`config.mk`:
```
export PLATFORM = sky130hd
export DESIGN_NAME = fp_mult_unit
export DESIGN_NICKNAME = d
export VERILOG_FILES = /design/src/rtl/fp_mult_pkg.sv /design/src/rtl/fp_mult_unpack.sv /design/src/rtl/fp_mult_sigmul.sv /design/src/rtl/fp_mult_round.sv /design/src/rtl/fp_mult_unit.sv
export SDC_FILE = /design/constraint.sdc
export NUM_CORES = 1
export LEC_CHECK = 0
export BUFFER_PORTS_ARGS = -buffer_cell sky130_fd_sc_hd__clkbuf_2
export CAP_MARGIN = 20
export CORE_MARGIN = 2
export CORE_UTILIZATION = 45
export CTS_BUF_LIST = sky130_fd_sc_hd__clkbuf_2
export DETAILED_ROUTE_END_ITERATION = 16
export SYNTH_ARGS = -nofsm -noshare
export SYNTH_HDL_FRONTEND = slang
export SYNTH_SLANG_ARGS = --single-unit
```
`constraint.sdc`:
```
create_clock -name clk -period 3.4 [get_ports clk]
set_input_delay 0.68 -clock clk [delete_from_list [all_inputs] [get_ports clk]]
set_output_delay 0.68 -clock clk [all_outputs]
set_load 0.05 [all_outputs]
```
`src/rtl/fp_mult_pkg.sv`:
```
package fp_mult_pkg;

    typedef enum logic [2:0] {
        ST_IDLE      = 3'd0,
        ST_CLASSIFY  = 3'd1,
        ST_MULTIPLY  = 3'd2,
        ST_NORMALIZE = 3'd3,
        ST_ROUND     = 3'd4,
        ST_DONE      = 3'd5
    } fpm_state_e;

    typedef enum logic [1:0] {
        CL_ZERO   = 2'd0,
        CL_FINITE = 2'd1,
        CL_INF    = 2'd2,
        CL_NAN    = 2'd3
    } fpm_class_e;

endpackage

```
`src/rtl/fp_mult_unpack.sv`:
```
module fp_mult_unpack
    import fp_mult_pkg::*;
#(
    parameter int EXP_W  = 8,
    parameter int FRAC_W = 23
) (
    input  logic [EXP_W+FRAC_W:0] word_i,
    output logic                  sign_o,
    output fpm_class_e            class_o,
    output logic [FRAC_W:0]       sig_o,
    output logic [EXP_W-1:0]      exp_o
);

    logic [EXP_W-1:0]  exp_field;
    logic [FRAC_W-1:0] frac_field;
    logic              exp_ones;
    logic              exp_zero;
    logic              frac_zero;

    always_comb begin
        exp_field  = word_i[FRAC_W +: EXP_W];
        frac_field = word_i[FRAC_W-1:0];
        exp_ones   = &exp_field;
        exp_zero   = ~|exp_field;
        frac_zero  = ~|frac_field;
        sign_o     = word_i[EXP_W+FRAC_W];

        if (exp_ones)
            class_o = frac_zero ? CL_INF : CL_NAN;
        else if (exp_zero && frac_zero)
            class_o = CL_ZERO;
        else
            class_o = CL_FINITE;

        // denormal: hidden bit 0, exponent read as 1
        sig_o = {~exp_zero, frac_field};
        exp_o = exp_zero ? EXP_W'(1) : exp_field;
    end

endmodule

```
`src/rtl/fp_mult_sigmul.sv`:
```
module fp_mult_sigmul #(
    parameter int SIG_W = 24,
    localparam int PROD_W = 2 * SIG_W,
    localparam int CNT_W  = $clog2(SIG_W)
) (
    input  logic              clk,
    input  logic              rst_n,
    input  logic              start_i,
    input  logic [SIG_W-1:0]  mcand_i,
    input  logic [SIG_W-1:0]  mplier_i,
    output logic              busy_o,
    output logic [PROD_W-1:0] prod_o
);

    localparam logic [CNT_W-1:0] LAST_STEP = CNT_W'(SIG_W - 1);

    logic [PROD_W-1:0] acc_q;
    logic [PROD_W-1:0] mcand_q;
    logic [SIG_W-1:0]  mplier_q;
    logic [CNT_W-1:0]  step_q;
    logic              busy_q;

    always_ff @(posedge clk or negedge rst_n) begin
        if (!rst_n) begin
            acc_q    <= '0;
            mcand_q  <= '0;
            mplier_q <= '0;
            step_q   <= '0;
            busy_q   <= 1'b0;
        end else if (start_i) begin
            acc_q    <= '0;
            mcand_q  <= {{SIG_W{1'b0}}, mcand_i};
            mplier_q <= mplier_i;
            step_q   <= '0;
            busy_q   <= 1'b1;
        end else if (busy_q) begin
            if (mplier_q[0])
                acc_q <= acc_q + mcand_q;
            mcand_q  <= mcand_q << 1;
            mplier_q <= mplier_q >> 1;
            step_q   <= step_q + CNT_W'(1);
            if (step_q == LAST_STEP)
                busy_q <= 1'b0;
        end
    end

    assign busy_o = busy_q;
    assign prod_o = acc_q;

endmodule

```
`src/rtl/fp_mult_round.sv`:
```
module fp_mult_round #(
    parameter int EXP_W  = 8,
    parameter int FRAC_W = 23,
    parameter int XP_W   = 14,
    localparam int PROD_W = 2 * FRAC_W + 2,
    localparam int SUM_W  = FRAC_W + 2
) (
    input  logic                    sign_i,
    input  logic signed [XP_W-1:0]  exp_i,
    input  logic [PROD_W-1:0]       mag_i,
    input  logic                    sticky_i,
    output logic [EXP_W+FRAC_W:0]   word_o,
    output logic                    ovf_o,
    output logic                    unf_o,
    output logic                    inx_o
);

    localparam logic signed [XP_W-1:0] EXP_TOP = XP_W'((1 << EXP_W) - 1);

    logic [FRAC_W:0]        kept;
    logic                   guard;
    logic                   rest;
    logic                   round_up;
    logic [SUM_W-1:0]       sum;
    logic                   carry;
    logic [FRAC_W:0]        sig;
    logic signed [XP_W-1:0] exp_r;
    logic                   lost;
    logic [EXP_W-1:0]       exp_field;

    always_comb begin
        kept     = mag_i[2*FRAC_W -: FRAC_W+1];
        guard    = mag_i[FRAC_W-1];
        rest     = (|mag_i[FRAC_W-2:0]) | sticky_i;
        round_up = guard & (rest | kept[0]);
        sum      = {1'b0, kept} + SUM_W'(round_up);
        carry    = sum[FRAC_W+1];
        sig      = carry ? sum[FRAC_W+1:1] : sum[FRAC_W:0];
        exp_r    = carry ? exp_i + XP_W'(1) : exp_i;
        lost     = guard | rest;
        exp_field = sig[FRAC_W] ? exp_r[EXP_W-1:0] : '0;

        if (exp_r >= EXP_TOP) begin
            word_o = {sign_i, {EXP_W{1'b1}}, {FRAC_W{1'b0}}};
            ovf_o  = 1'b1;
            unf_o  = 1'b0;
            inx_o  = 1'b1;
        end else begin
            word_o = {sign_i, exp_field, sig[FRAC_W-1:0]};
            ovf_o  = 1'b0;
            unf_o  = ~sig[FRAC_W] & lost;
            inx_o  = lost;
        end
    end

endmodule

```
`src/rtl/fp_mult_unit.sv`:
```
module fp_mult_unit
    import fp_mult_pkg::*;
#(
    parameter int EXP_W  = 8,
    parameter int FRAC_W = 23
) (
    input  logic                  clk,
    input  logic                  rst_n,
    input  logic                  start_i,
    input  logic [EXP_W+FRAC_W:0] op_a_i,
    input  logic [EXP_W+FRAC_W:0] op_b_i,
    output logic                  busy_o,
    output logic                  done_o,
    output logic [EXP_W+FRAC_W:0] result_o,
    output logic                  invalid_o,
    output logic                  overflow_o,
    output logic                  underflow_o,
    output logic                  inexact_o
);

    localparam int WORD_W = EXP_W + FRAC_W + 1;
    localparam int SIG_W  = FRAC_W + 1;
    localparam int PROD_W = 2 * SIG_W;
    localparam int XP_W   = EXP_W + $clog2(PROD_W) + 2;
    localparam int BIAS   = (1 << (EXP_W - 1)) - 1;
    localparam logic signed [XP_W-1:0] EXP_ONE = XP_W'(1);
    localparam logic [WORD_W-1:0] QNAN_WORD =
        {1'b0, {EXP_W{1'b1}}, 1'b1, {(FRAC_W-1){1'b0}}};

    fpm_state_e state_q, state_d;

    logic [WORD_W-1:0]      op_a_q, op_b_q;
    logic                   sign_a, sign_b;
    fpm_class_e             cls_a, cls_b;
    logic [SIG_W-1:0]       sig_a, sig_b;
    logic [EXP_W-1:0]       exp_a, exp_b;

    logic [PROD_W-1:0]      prod_q;
    logic signed [XP_W-1:0] exp_q;
    logic                   sticky_q;
    logic                   sign_q;
    logic [WORD_W-1:0]      result_q;
    logic [3:0]             flags_q;

    logic                   mul_start;
    logic                   mul_busy;
    logic [PROD_W-1:0]      mul_prod;

    logic                   any_nan, any_inf, any_zero, inf_zero, special;
    logic [WORD_W-1:0]      spec_word;
    logic                   spec_invalid;
    logic signed [XP_W-1:0] exp_sum;
    logic                   norm_right, norm_left;

    logic [WORD_W-1:0]      rnd_word;
    logic                   rnd_ovf, rnd_unf, rnd_inx;

    fp_mult_unpack #(.EXP_W(EXP_W), .FRAC_W(FRAC_W)) u_unpack_a (
        .word_i (op_a_q),
        .sign_o (sign_a),
        .class_o(cls_a),
        .sig_o  (sig_a),
        .exp_o  (exp_a)
    );

    fp_mult_unpack #(.EXP_W(EXP_W), .FRAC_W(FRAC_W)) u_unpack_b (
        .word_i (op_b_q),
        .sign_o (sign_b),
        .class_o(cls_b),
        .sig_o  (sig_b),
        .exp_o  (exp_b)
    );

    fp_mult_sigmul #(.SIG_W(SIG_W)) u_sigmul (
        .clk     (clk),
        .rst_n   (rst_n),
        .start_i (mul_start),
        .mcand_i (sig_a),
        .mplier_i(sig_b),
        .busy_o  (mul_busy),
        .prod_o  (mul_prod)
    );

    fp_mult_round #(.EXP_W(EXP_W), .FRAC_W(FRAC_W), .XP_W(XP_W)) u_round (
        .sign_i  (sign_q),
        .exp_i   (exp_q),
        .mag_i   (prod_q),
        .sticky_i(sticky_q),
        .word_o  (rnd_word),
        .ovf_o   (rnd_ovf),
        .unf_o   (rnd_unf),
        .inx_o   (rnd_inx)
    );

    // special-operand resolution
    always_comb begin
        any_nan  = (cls_a == CL_NAN) || (cls_b == CL_NAN);
        any_inf  = (cls_a == CL_INF) || (cls_b == CL_INF);
        any_zero = (cls_a == CL_ZERO) || (cls_b == CL_ZERO);
        inf_zero = any_inf && any_zero;
        special  = any_nan || any_inf || any_zero;

        spec_invalid = 1'b0;
        if (any_nan) begin
            spec_word = QNAN_WORD;
        end else if (inf_zero) begin
            spec_word    = QNAN_WORD;
            spec_invalid = 1'b1;
        end else if (any_inf) begin
            spec_word = {sign_a ^ sign_b, {EXP_W{1'b1}}, {FRAC_W{1'b0}}};
        end else begin
            spec_word = {sign_a ^ sign_b, {(WORD_W-1){1'b0}}};
        end

        exp_sum = $signed(XP_W'(exp_a)) + $signed(XP_W'(exp_b))
                - $signed(XP_W'(BIAS));
    end

    // normalization decisions
    always_comb begin
        norm_right = prod_q[PROD_W-1] || (exp_q < EXP_ONE);
        norm_left  = !prod_q[PROD_W-2] && (exp_q > EXP_ONE);
    end

    assign mul_start = (state_q == ST_CLASSIFY) && !special;

    // state register
    always_ff @(posedge clk or negedge rst_n) begin
        if (!rst_n)
            state_q <= ST_IDLE;
        else
            state_q <= state_d;
    end

    // next-state logic
    always_comb begin
        state_d = state_q;
        unique case (state_q)
            ST_IDLE:      if (start_i) state_d = ST_CLASSIFY;
            ST_CLASSIFY:  state_d = special ? ST_DONE : ST_MULTIPLY;
            ST_MULTIPLY:  if (!mul_busy) state_d = ST_NORMALIZE;
            ST_NORMALIZE: if (!norm_right && !norm_left) state_d = ST_ROUND;
            ST_ROUND:     state_d = ST_DONE;
            ST_DONE:      state_d = ST_IDLE;
            default:      state_d = ST_IDLE;
        endcase
    end

    // datapath and output registers
    always_ff @(posedge clk or negedge rst_n) begin
        if (!rst_n) begin
            op_a_q   <= '0;
            op_b_q   <= '0;
            prod_q   <= '0;
            exp_q    <= '0;
            sticky_q <= 1'b0;
            sign_q   <= 1'b0;
            result_q <= '0;
            flags_q  <= '0;
        end else begin
            unique case (state_q)
                ST_IDLE: begin
                    if (start_i) begin
                        op_a_q <= op_a_i;
                        op_b_q <= op_b_i;
                    end
                end
                ST_CLASSIFY: begin
                    sign_q   <= sign_a ^ sign_b;
                    exp_q    <= exp_sum;
                    sticky_q <= 1'b0;
                    if (special) begin
                        result_q <= spec_word;
                        flags_q  <= {spec_invalid, 3'b000};
                    end
                end
                ST_MULTIPLY: begin
                    if (!mul_busy)
                        prod_q <= mul_prod;
                end
                ST_NORMALIZE: begin
                    if (norm_right) begin
                        prod_q   <= prod_q >> 1;
                        sticky_q <= sticky_q | prod_q[0];
                        exp_q    <= exp_q + XP_W'(1);
                    end else if (norm_left) begin
                        prod_q <= prod_q << 1;
                        exp_q  <= exp_q - XP_W'(1);
                    end
                end
                ST_ROUND: begin
                    result_q <= rnd_word;
                    flags_q  <= {1'b0, rnd_ovf, rnd_unf, rnd_inx};
                end
                ST_DONE: ;
                default: ;
            endcase
        end
    end

    assign busy_o      = (state_q != ST_IDLE);
    assign done_o      = (state_q == ST_DONE);
    assign result_o    = result_q;
    assign invalid_o   = flags_q[3];
    assign overflow_o  = flags_q[2];
    assign underflow_o = flags_q[1];
    assign inexact_o   = flags_q[0];

endmodule

```
==> results of run 1 <==
-- registers in the layout (all words and copies together), names as in the netlist --
| name | count |
|---|---|
| u_sigmul.step_q | 5 |
| sign_q | 1 |
| u_sigmul.prod_o | 48 |
| prod_q | 48 |
| flags_q | 4 |
| u_sigmul.mcand_q | 48 |
| sticky_q | 1 |
| u_sigmul.busy_o | 1 |
| state_q | 3 |
| exp_q | 16 |
| result_o | 32 |
| op_a_q | 32 |
| u_sigmul.mplier_q | 24 |
| op_b_q | 32 |
-- layer usage --
| layer | up-vias | part of all wire |
|---|---|---|
| met5 | - | 0 |
| met4 | 0 | 0.026 |
| met1 | 7010 | 0.48 |
| li1 | 7395 | - |
| met3 | 80 | 0.047 |
| met2 | 357 | 0.45 |
-- report_power, final --
| part | switching, mW | leakage, nW | internal [mW] |
|---|---|---|---|
| clock network | 1.49 | 0.566 | 1.15 |
| logic | 5.95 | 5.07 | 3.91 |
| registers | 1.62 | 3.75 | 5.04 |
| total | 9.06 | 9.39 | 10.1 |
-- synthesized netlist by cell type (9+ instances only) --
cell / count
a211oi_1: 10
a21o_1: 27
a21oi_1: 216
a22o_1: 11
a31oi_1: 13
and2_1: 15
and3_1: 11
buf_1: 9
buf_2: 9
clkbuf_1: 117
dfrtp_1: 295
ha_1: 67
inv_1: 32
mux2_2: 64
mux2i_1: 79
nand2_1: 351
nand3_1: 47
nand4_1: 35
nor2_1: 116
nor3_1: 31
nor4_1: 24
o21a_1: 19
o21ai_0: 166
o21bai_1: 12
xnor2_1: 45
xor2_1: 33
-- cell families (layout without fill, tap and decap cells) --
kind of cell               after synthesis  count (layout)  synth area share
xor gates and xnor gates                78              78            0.0394
adders and majority gates               69              69            0.0507
other                                    0               2                 0
DFF                                    295             295             0.426
muxes                                  143             143            0.0872
buffers and inverters                  170             397            0.0386
AOI/OAI and AO/OA                      534             534             0.180
and+or+nand+nor                        684             684             0.179
-- cell type report --
type	count	area share
clock buffers	119	0.0298
clock inverters	18	0.00733
multi-input cells	1508	0.470
inverters	32	0.00601
diodes	2	0.000251
well taps	511	0.0320
flip-flops and latches	295	0.370
repair buffers	228	0.0846
-- path summary, 6_finish.rpt --
path,slack [ns],to,startpoint
min,0.25,state_q[0],start_i
max in group asynchronous,2.07,op_b_q[3],rst_n
min in group asynchronous,0.27,op_b_q[29],rst_n
min reg2reg,0.47,u_sigmul.mplier_q[21],op_b_q[21]
max,0.18,exp_q[12],op_b_q[24]
max reg2reg,0.18,exp_q[12],op_b_q[24]
-- cells in the final DEF, fill, tap and decap left out, types with 7 or more instances in the layout --
cell type / n
a211oi_1: 9
o21bai_1: 11
a22o_1: 11
nor2_1: 114
dlygate4sd3_1: 65
a21o_1: 27
a31oi_1: 12
nor2b_1: 7
clkbuf_2: 222
and4_1: 7
o21ai_0: 166
ha_1: 66
clkinv_1: 13
or3_1: 7
xor2_1: 33
dfrtp_1: 294
mux2_2: 64
and2_1: 15
nand4_1: 35
inv_1: 31
and3_1: 11
xnor2_1: 45
o21a_1: 18
buf_4: 53
nor3_1: 30
mux2i_1: 79
nand2_1: 351
nor4_1: 22
a21oi_1: 215
nand3_1: 47
-- critical path, stage by stage (launching register included) --
cell and delay (ns):
dfrtp_1 0.43, or4_1 0.58, nor2_4 0.14, nor2_1 0.05, ha_1 0.18, inv_2 0.07, ha_4 0.13, fa_2 0.20
a21oi_1 0.07, o21bai_1 0.19, a21o_1 0.14, a21oi_1 0.08, nand2b_4 0.16, a41o_1 0.24, or2_1 0.25, a21oi_2 0.14
a21oi_1 0.05
-- through the flow --
stage	setup TNS [ns]	util	cells	power [mW]
after floorplan	0	-	1973	13.7
after global placement	0	0.489	2503	16.1
after detailed placement	0	0.489	2503	16.3
after CTS	0	0.526	2705	19.1
after global routing	-0.00420	0.529	2713	20.9
final	0	0.529	2713	19.2
-- what timing repair did --
item                       CTS  global route
setup buffers                0             5
hold buffers                65             0
setup endpoints to repair    1            22
resized for setup            1            15
pin swaps                    0             7
hold endpoints to repair   135             0
==> results.ini, run 1 <==
[critical_path]
rr_worst_depth=16
startpoint_type=flop
critPathMaxFanout=4
arrival_ns=4.04
critPathKind=reg2reg
critPathRequiredTime_ns=4.22
worstSetupEndpointType=flop

[yosys]
yosysWarnings=0
async_reset_ff_frac=1.00
ys_ff_latch=295
synth_cell_types=75
synthTopCellsByArea=dfrtp_1 43%, nand2_1 7.6%, a21oi_1 6.2%
syn_area_per_cell_um2=8.78
yosysTopAreaCellShare=0.426
yosysSeqAreaShare=0.426
synthFlopType=dfrtp_1
synth_edf_count=0
synth_largest_area_cell=dfrtp_1
synthCells=1973
synth_fp_nets=2109
netlist_area_mm2=0.0173

[detailed_routing]
drc_errors=0
firstDrtPassIters=5
drt_iter0_markers=802
postRouteAntennaNets=0
routed-via-count=14800
wl_per_cell_um=16.6
via_per_inst=5.47
wl_um=45000

[floorplanning]
die_area_mm2=0.0401
core_mm2=0.0378
rows=71
die_w_um=200
ios=105
die_h_um=200
initial_core_util=0.459

[status]
status=finished, final reports clean

[sta]
timing.hold.ws_ns=0.252
skew_ns=0.0788
finalHoldViolCount=0
layout_min_cycle_time_ns=3.22
drv_slew=0
finalSetupViolations=0
worstMarginPinSlew_ns=0.689
postLayoutSetupSlackWorst_ns=0.184
fin_crit_sh=0.946
fmax_mhz=311
slew_headroom=0.541

[power]
vdd_drop_max_uv=443
power.density_mw_per_mm2=959
leakage_nw=9.39

[clocking]
cts_tree=done
cts_buffers=82
clock_path_buffers=3
clk_root_buffer_cell=clkbuf_2
clk_pin_slew_ns=0.10
h-tree-depth=3
clock_latency_ns=0.98
clock_sinks=295

[global_route]
grt_max_degree=97
grt_util_met1=0.320
grtUsageMet3=0.0408
grt_overflow=0
antenna_found_initial=1
top_usage_layer=met2
grt.total_usage=0.228
grt_pass1_wl_um=75200
use_met2=0.354
grt_pass1_vias=14600

[final_layout]
seq_area_mm2=0.00739
finalInstanceArea_mm2=0.0200
nets=2283
layout-drive-gt1-share=0.175
area_delta_synth_final_pct=15.3
fill_cells=3645
multi_input_area_mm2=0.00939

[place]
port_buffers=104
dpl.hpwl_um=31400
pre_cts_ws_ns=0.0311
placed_area_mm2=0.0184
gp_congestion=0.868

[job]
max-cap-violations=0

[hold_path]
hold-path-cell-count=4
hold_class=in2reg

No activity file was read; power rests on OpenSTA's default activity.
==> inputs of run 2 (changes only) <==
Settings changed: CORE_MARGIN 2 to not set, SYNTH_HIERARCHICAL set to 1.
==> run 2 against run 1 <==
  * Synthesized cell count up 4.1%
  * First-iteration DRC count up 16%
  * Sequential cell count unchanged
  * Combinational power up 9%
  * Sequential power down 0.9%
  * Critical endpoint is now result_o[7]
  * Non-clock buffer count up 3
  * Highest routed layer unchanged
  * Routed wire length up 9.8%
  * Largest power group unchanged
  * Critical path type unchanged
==> results.ini, run 2 <==
[final_layout]
final_common_cell=dfrtp_1
multi_input_area_mm2=0.0101  ; +7.3%
area_delta_synth_final_pct=11.4
nets=2311  ; +1.2%
fill_cells=3839  ; +5.3%
layout_common_cells=294 x dfrtp_1, 286 x nand2_1, 220 x clkbuf_2
seq_area_mm2=0.00739  ; unchanged
utilization=0.514  ; -0.0153
layout-drive-gt1-share=0.181  ; +0.00567

[critical_path]
arrival_ns=3.96  ; -0.08 ns
worstSetupEndpointType=flop
crit_slowest_cell=dfrtp_1
cp_top_family=compound AO/OA/AOI/OAI gates
critPathKind=reg2reg
startpoint_type=flop
crit_chain=inv_1 -> or3_1 -> mux2_2 -> a211oi_1 -> o21ai_0 -> a41oi_4 -> buf_4 -> nor3_1 -> a22o_1
critPathMaxFanout=24  ; +20
critPathMaxStageDelay_ns=0.75  ; +0.17 ns
critPathRequiredTime_ns=4.21  ; about the same
crit_buf_inv=2  ; +1

[power]
vdd_drop_max_uv=649  ; +47%
p_int_mw=10.2  ; +1.1%
leakage_nw=9.97  ; +6.2%
finalPower_mw=19.9  ; +3.6%
clkPwrFrac=0.124  ; -0.014
power.density_mw_per_mm2=962  ; +0.26%
power_switching_mw=9.65  ; +6.5%
p_comb_frac=0.544  ; +0.029
p_sw_frac=0.486  ; +0.0131
sequentialPowerShare=0.333  ; -0.015

[floorplanning]
rows=73  ; +2.8%
initial_core_util=0.461  ; +0.00203
die_w_um=205  ; +2.3%
die_h_um=205  ; +2.3%
die_area_mm2=0.0420  ; +4.7%
ios=105  ; unchanged
core_mm2=0.0402  ; +6.4%

[clocking]
cts_buffers=81  ; -1.2%
clock_sinks=295  ; unchanged
clock_path_buffers=3  ; unchanged
clock_latency_ns=1.03  ; +0.05 ns
clk_pin_slew_ns=0.10  ; about the same
cts_setup_buffers=0  ; unchanged
h-tree-depth=3  ; unchanged
clk_root_buffer_cell=clkbuf_2
cts_tree=done

[place]
dpl.hpwl_um=34600  ; +10%
pre_cts_ws_ns=0.0359  ; +0.00486 ns
port_buffers=104  ; unchanged
gp_congestion=0.910  ; +4.9%

[yosys]
synth_fp_nets=2190  ; +3.8%
synthTopCellsByCount=295 x dfrtp_1, 286 x nand2_1, 188 x nor2_1
synth_cell_types=85  ; +13%
netlist_area_mm2=0.0185  ; +6.9%
yosysTopAreaCellShare=0.398  ; -0.0276
ys_ff_latch=295  ; unchanged
synthTopCellsByArea=dfrtp_1 40%, nand2_1 5.8%, ha_1 4.6%
yosysWarnings=6  ; +6
yosysSeqAreaShare=0.398  ; -0.0276
synthCells=2053  ; +4.1%
synthFlopType=dfrtp_1
synth_largest_area_cell=dfrtp_1
syn_area_per_cell_um2=9.03  ; +2.7%
async_reset_ff_frac=1.00  ; unchanged
synth_edf_count=0  ; unchanged
yosysMostFrequentCell=dfrtp_1

[sta]
layout_min_cycle_time_ns=3.15  ; -0.0650 ns
fmax_mhz=317  ; +2.1%
finalHoldViolCount=0  ; unchanged
postLayoutSetupSlackWorst_ns=0.249  ; +0.0650 ns
skew_ns=0.115  ; +0.0365 ns
setup_tns_ns=0  ; unchanged
slew_headroom=0.324  ; -0.217
drv_slew=0  ; unchanged
rsz0062_at_grt=false
finalSetupViolations=0  ; unchanged
fin_crit_sh=0.927  ; -0.0191
worstMarginPinSlew_ns=1.01  ; +0.320 ns

[global_route]
grt.total_usage=0.243  ; +0.0150
grt_overflow=0  ; unchanged
grt_pass1_vias=15700  ; +7.3%
grt_pass1_wl_um=82500  ; +9.6%
grt_max_degree=123  ; +27%
antenna_found_initial=2  ; +1

[status]
status=finished, final reports clean

[hold_path]
hold_class=in2reg

[detailed_routing]
wl_per_cell_um=17.9  ; +8.2%
via_per_inst=5.73  ; +4.8%
firstDrtPassIters=5  ; unchanged
wl_um=49400  ; +9.8%
drc_errors=0  ; unchanged
postRouteAntennaNets=0  ; unchanged
routed-via-count=15800  ; +6.4%
drt_iter0_markers=931  ; +16%

[job]
max-cap-violations=0  ; unchanged

## run 2: cell count changes after synthesis, sizes merged, moves of 10 or more
cell / before / now
a221o: 2 / 12
clkbuf: 117 / 101
a22o: 11 / 25
a21o: 27 / 86
a311oi: 0 / 49
nand4: 35 / 50
nand2: 351 / 286
o21ai: 169 / 113
nor2: 118 / 188
and3: 11 / 21
nor3: 32 / 44
o21a: 19 / 7
buf: 21 / 92
a21oi: 216 / 111
## run 2: worst paths after layout
check	cells past startpoint	to	start	slack (ns)
min in group asynchronous	2	result_o[26]	rst_n	0.20
max	9	result_o[7]	exp_q[3]	0.25
min	4	state_q[0]	start_i	0.15
max in group asynchronous	3	u_sigmul/mcand_q[18]	rst_n	2.25
max reg2reg	9	result_o[7]	exp_q[3]	0.25
min reg2reg	2	u_sigmul/mcand_q[21]	op_a_q[21]	0.49
## run 2: power groups by stage
stage	Clock, mW	Combinational (mW)	Sequential (mW)
2_1_floorplan	0	8.17	6.63
3_3_place_gp	0	10.5	6.61
3_5_place_dp	0	10.6	6.66
4_1_cts	2.59	10.7	6.59
5_1_grt	2.77	12.0	6.83
6_report	2.46	10.8	6.60
## run 2: repair_timing
item | in CTS | in global routing
endpoints found under the setup margin | 1 | 9
resized for setup | 1 | 3
pin swaps | 0 | 1
hold buffers | 65 | 0
hold endpoints to repair | 131 | 0
## run 2: logic make-up (layout without fill, tap and decap cells)
kind of cell             Yosys count  after routing  share of synthesized area
AO/OA/AOI/OAI                    515            515                      0.193
flip-flops                       295            295                      0.398
AND/OR/NAND/NOR                  731            731                      0.183
XOR/XNOR                          73             73                     0.0345
buffers and inverters            226            398                     0.0613
other                              0              3                          0
adder cells (fa/ha/maj)           70             70                     0.0481
multiplexers                     143            143                     0.0818
## run 2: area by class of cell
type | instances | share of cell area
diodes | 3 | 0.000364
clock buffers | 117 | 0.0284
flip-flops and latches | 295 | 0.358
repair buffers | 231 | 0.0834
well taps | 525 | 0.0318
multi-input cells | 1532 | 0.488
clock inverters | 17 | 0.00406
inverters | 33 | 0.00600
## run 2: per-stage QoR
| stage | cell area [um2] | hold WS, ns | instances |
|---|---|---|---|
| 2_1_floorplan | 18500 | 0.384 | 2053 |
| 5_1_grt | 20600 | 0.0958 | 2753 |
| 3_3_place_gp | 19300 | 0.465 | 2551 |
| 6_report | 20600 | 0.153 | 2753 |
| 3_5_place_dp | 19300 | 0.477 | 2551 |
| 4_1_cts | 20600 | 0.0400 | 2750 |
## run 2: worst reg2reg max path, delay by kind of cell (launching register included)
| kind | cells | cell delay [ns] |
|---|---|---|
| AND/OR/NAND/NOR | 2 | 0.47 |
| buffers and inverters | 2 | 0.50 |
| AO/OA/AOI/OAI | 4 | 0.96 |
| multiplexers | 1 | 0.26 |
| flip-flops | 1 | 0.75 |
## run 2: layer usage
layer  vias to the layer above  global-route usage  wire [um]
li1                       7678                   -          -
met1                      7618               0.331      22900
met2                       408               0.386      23000
met3                        82              0.0465       2440
met4                         0              0.0788       1070
met5                         -                   0          0
==> inputs of run 3 (changes only) <==
Settings changed: CORE_MARGIN set to 3, SYNTH_HIERARCHICAL 1 to not set.
==> run 3 against run 2 <==
  * Via count fell by 5.6%
  * Final cell count decreased by 1.6%
  * Global-route usage decreased by 2.0 points
  * Worst hold slack gained 0.043 ns
  * Register-to-register slack lost 0.14 ns
  * Sequential cell count did not move
  * Utilization increased by 1.3 points
  * Sequential power is 0.8% higher
  * Clock-buffer cell count decreased by 2
  * Non-clock buffer count shrank 5
  * First-iteration DRC count decreased by 15%
  * Worst setup slack worse by 0.14 ns
==> results.ini, run 3 (synthesis results as in run 1) <==
[floorplanning]
core_mm2=0.0378  ; -5.8%
initial_core_util=0.458  ; -0.00311
die_h_um=202  ; -1.3%
die_w_um=202  ; -1.3%
ios=105  ; unchanged
rows=71  ; -2.7%
die_area_mm2=0.0409  ; -2.6%

[critical_path]
arrival_ns=4.19  ; +0.23 ns
critPathKind=reg2reg
worstSetupEndpointType=flop
rr_startpoint=u_sigmul.prod_o[9]
critPathRequiredTime_ns=4.30  ; +0.09 ns
startpoint_type=flop
critPathMaxFanout=5  ; -79%
startpoint=u_sigmul.prod_o[9]

[power]
leakage_nw=9.37  ; -6.1%
power.density_mw_per_mm2=955  ; -0.64%
finalPower_mw=19.1  ; -4.0%
vdd_drop_max_uv=473  ; -27%

[place]
dpl.hpwl_um=31700  ; -8.3%
gp_congestion=0.874  ; -4.0%
pre_cts_ws_ns=0.0587  ; +0.0227 ns
port_buffers=104  ; unchanged

[final_layout]
utilization=0.527  ; +0.0133
area_delta_synth_final_pct=15.1
layout_common_cells=351 x nand2_1, 294 x dfrtp_1, 218 x clkbuf_2
final_common_cell=nand2_1
nets=2283  ; -1.2%
layout-drive-gt1-share=0.174  ; -0.00709
fill_cells=3632  ; -5.4%

[detailed_routing]
via_per_inst=5.50  ; -4.1%
drc_errors=0  ; unchanged
wl_per_cell_um=16.7  ; -7.0%
drt_iter0_markers=789  ; -15%
firstDrtPassIters=5  ; unchanged
postRouteAntennaNets=0  ; unchanged
routed-via-count=14900  ; -5.6%
wl_um=45200  ; -8.5%

[sta]
worstMarginPinSlew_ns=0.999  ; -0.00927 ns
finalSetupViolations=0  ; unchanged
fmax_mhz=304  ; -4.1%
skew_ns=0.0718  ; -0.0435 ns
fin_crit_sh=0.967  ; +0.0399
postLayoutSetupSlackWorst_ns=0.113  ; -0.136 ns
slew_headroom=0.334  ; +0.00984
drv_slew=0  ; unchanged
layout_min_cycle_time_ns=3.29  ; +0.136 ns
finalHoldViolCount=0  ; unchanged

[job]
max-cap-violations=0  ; unchanged

[clocking]
cts_tree=done
clock_path_buffers=3  ; unchanged
clock_sinks=295  ; unchanged
cts_buffers=84  ; +3.7%
clk_pin_slew_ns=0.12  ; +0.02 ns
clk_root_buffer_cell=clkbuf_2
h-tree-depth=3  ; unchanged
clock_latency_ns=0.99  ; -0.04 ns

[global_route]
grt_overflow=0  ; unchanged
antenna_found_initial=3  ; +1
grt_max_degree=142  ; +15%
grt_pass1_wl_um=75500  ; -8.4%
grt.total_usage=0.223  ; -0.0199
grt_pass1_vias=14800  ; -5.6%

[hold_path]
hold_class=in2reg
min-delay-start=start_i

[status]
status=finished, final reports clean

run 3: cell count changes in the layout (fill, tap and decap cells not counted), moves of 14 or more:
cell and change:
o21ai_0 +62, a22o_1 -14, a21o_1 -59, a21oi_1 +107
nand2_1 +65, nand4_1 -14, nor2_1 -72, a311oi_1 -49
run 3: what timing repair did:
item / CTS / global route
setup buffers: 0 / 4
hold buffers: 65 / 0
setup endpoints to repair: 0 / 23
gates resized for setup: 0 / 15
endpoints found under the hold margin: 135 / 0
run 3: per-layer routing:
layer / GRT usage / up-vias / wire [um]
li1: - / 7380 / -
met1: 0.316 / 7097 / 21700
met2: 0.349 / 347 / 20400
met3: 0.0411 / 75 / 2110
met4: 0.0668 / 0 / 1020
met5: 0 / - / 0
run 3: per-stage QoR:
stage	area, um2	instances	setup TNS (ns)	hold slack, ns
detailed placement	18500	2503	0	0.477
finish	19900	2708	0	0.195
global route	19900	2708	-0.0504	0.132
floorplan	17300	1973	0	0.384
global placement	18500	2503	0	0.466
CTS	19800	2702	0	0.0719
run 3: worst max-delay path: stages (launching register included):
cell      delay [ns]
dfrtp_1         0.45
ha_1            0.38
and2_1          0.21
a221o_1         0.33
a31oi_1         0.43
a21boi_0        0.42
o21ai_0         0.19
a21oi_1         0.28
a22oi_1         0.15
xnor2_1         0.14
a211oi_1        0.24
run 3: power breakdown:
| group | switching [mW] | internal (mW) |
|---|---|---|
| clock network | 1.51 | 1.05 |
| logic | 5.93 | 3.91 |
| registers | 1.61 | 5.04 |
run 3: worst paths after layout:
| kind | end | cells after the start | slack, ns |
|---|---|---|---|
| min in group asynchronous | op_a_q[3] | 2 | 0.32 |
| max in group asynchronous | prod_q[15] | 3 | 2.22 |
| worst max register to register | u_sigmul.prod_o[29] | 10 | 0.11 |
| worst max-delay path | u_sigmul.prod_o[29] | 10 | 0.11 |
| worst min register to register | flags_q[2] | 2 | 0.48 |
| worst min-delay path | state_q[0] | 4 | 0.20 |
run 3: final cells by class:
type	count	area (um2)	share of cell area
Inverter	32	120	0.00602
Sequential cell	295	7390	0.370
Tap cell	511	639	0.0321
Timing Repair Buffer	226	1700	0.0851
Multi-Input combinational cell	1508	9390	0.471
Clock inverter	19	135	0.00677
Clock buffer	115	576	0.0289
Antenna cell	2	5.00	0.000251
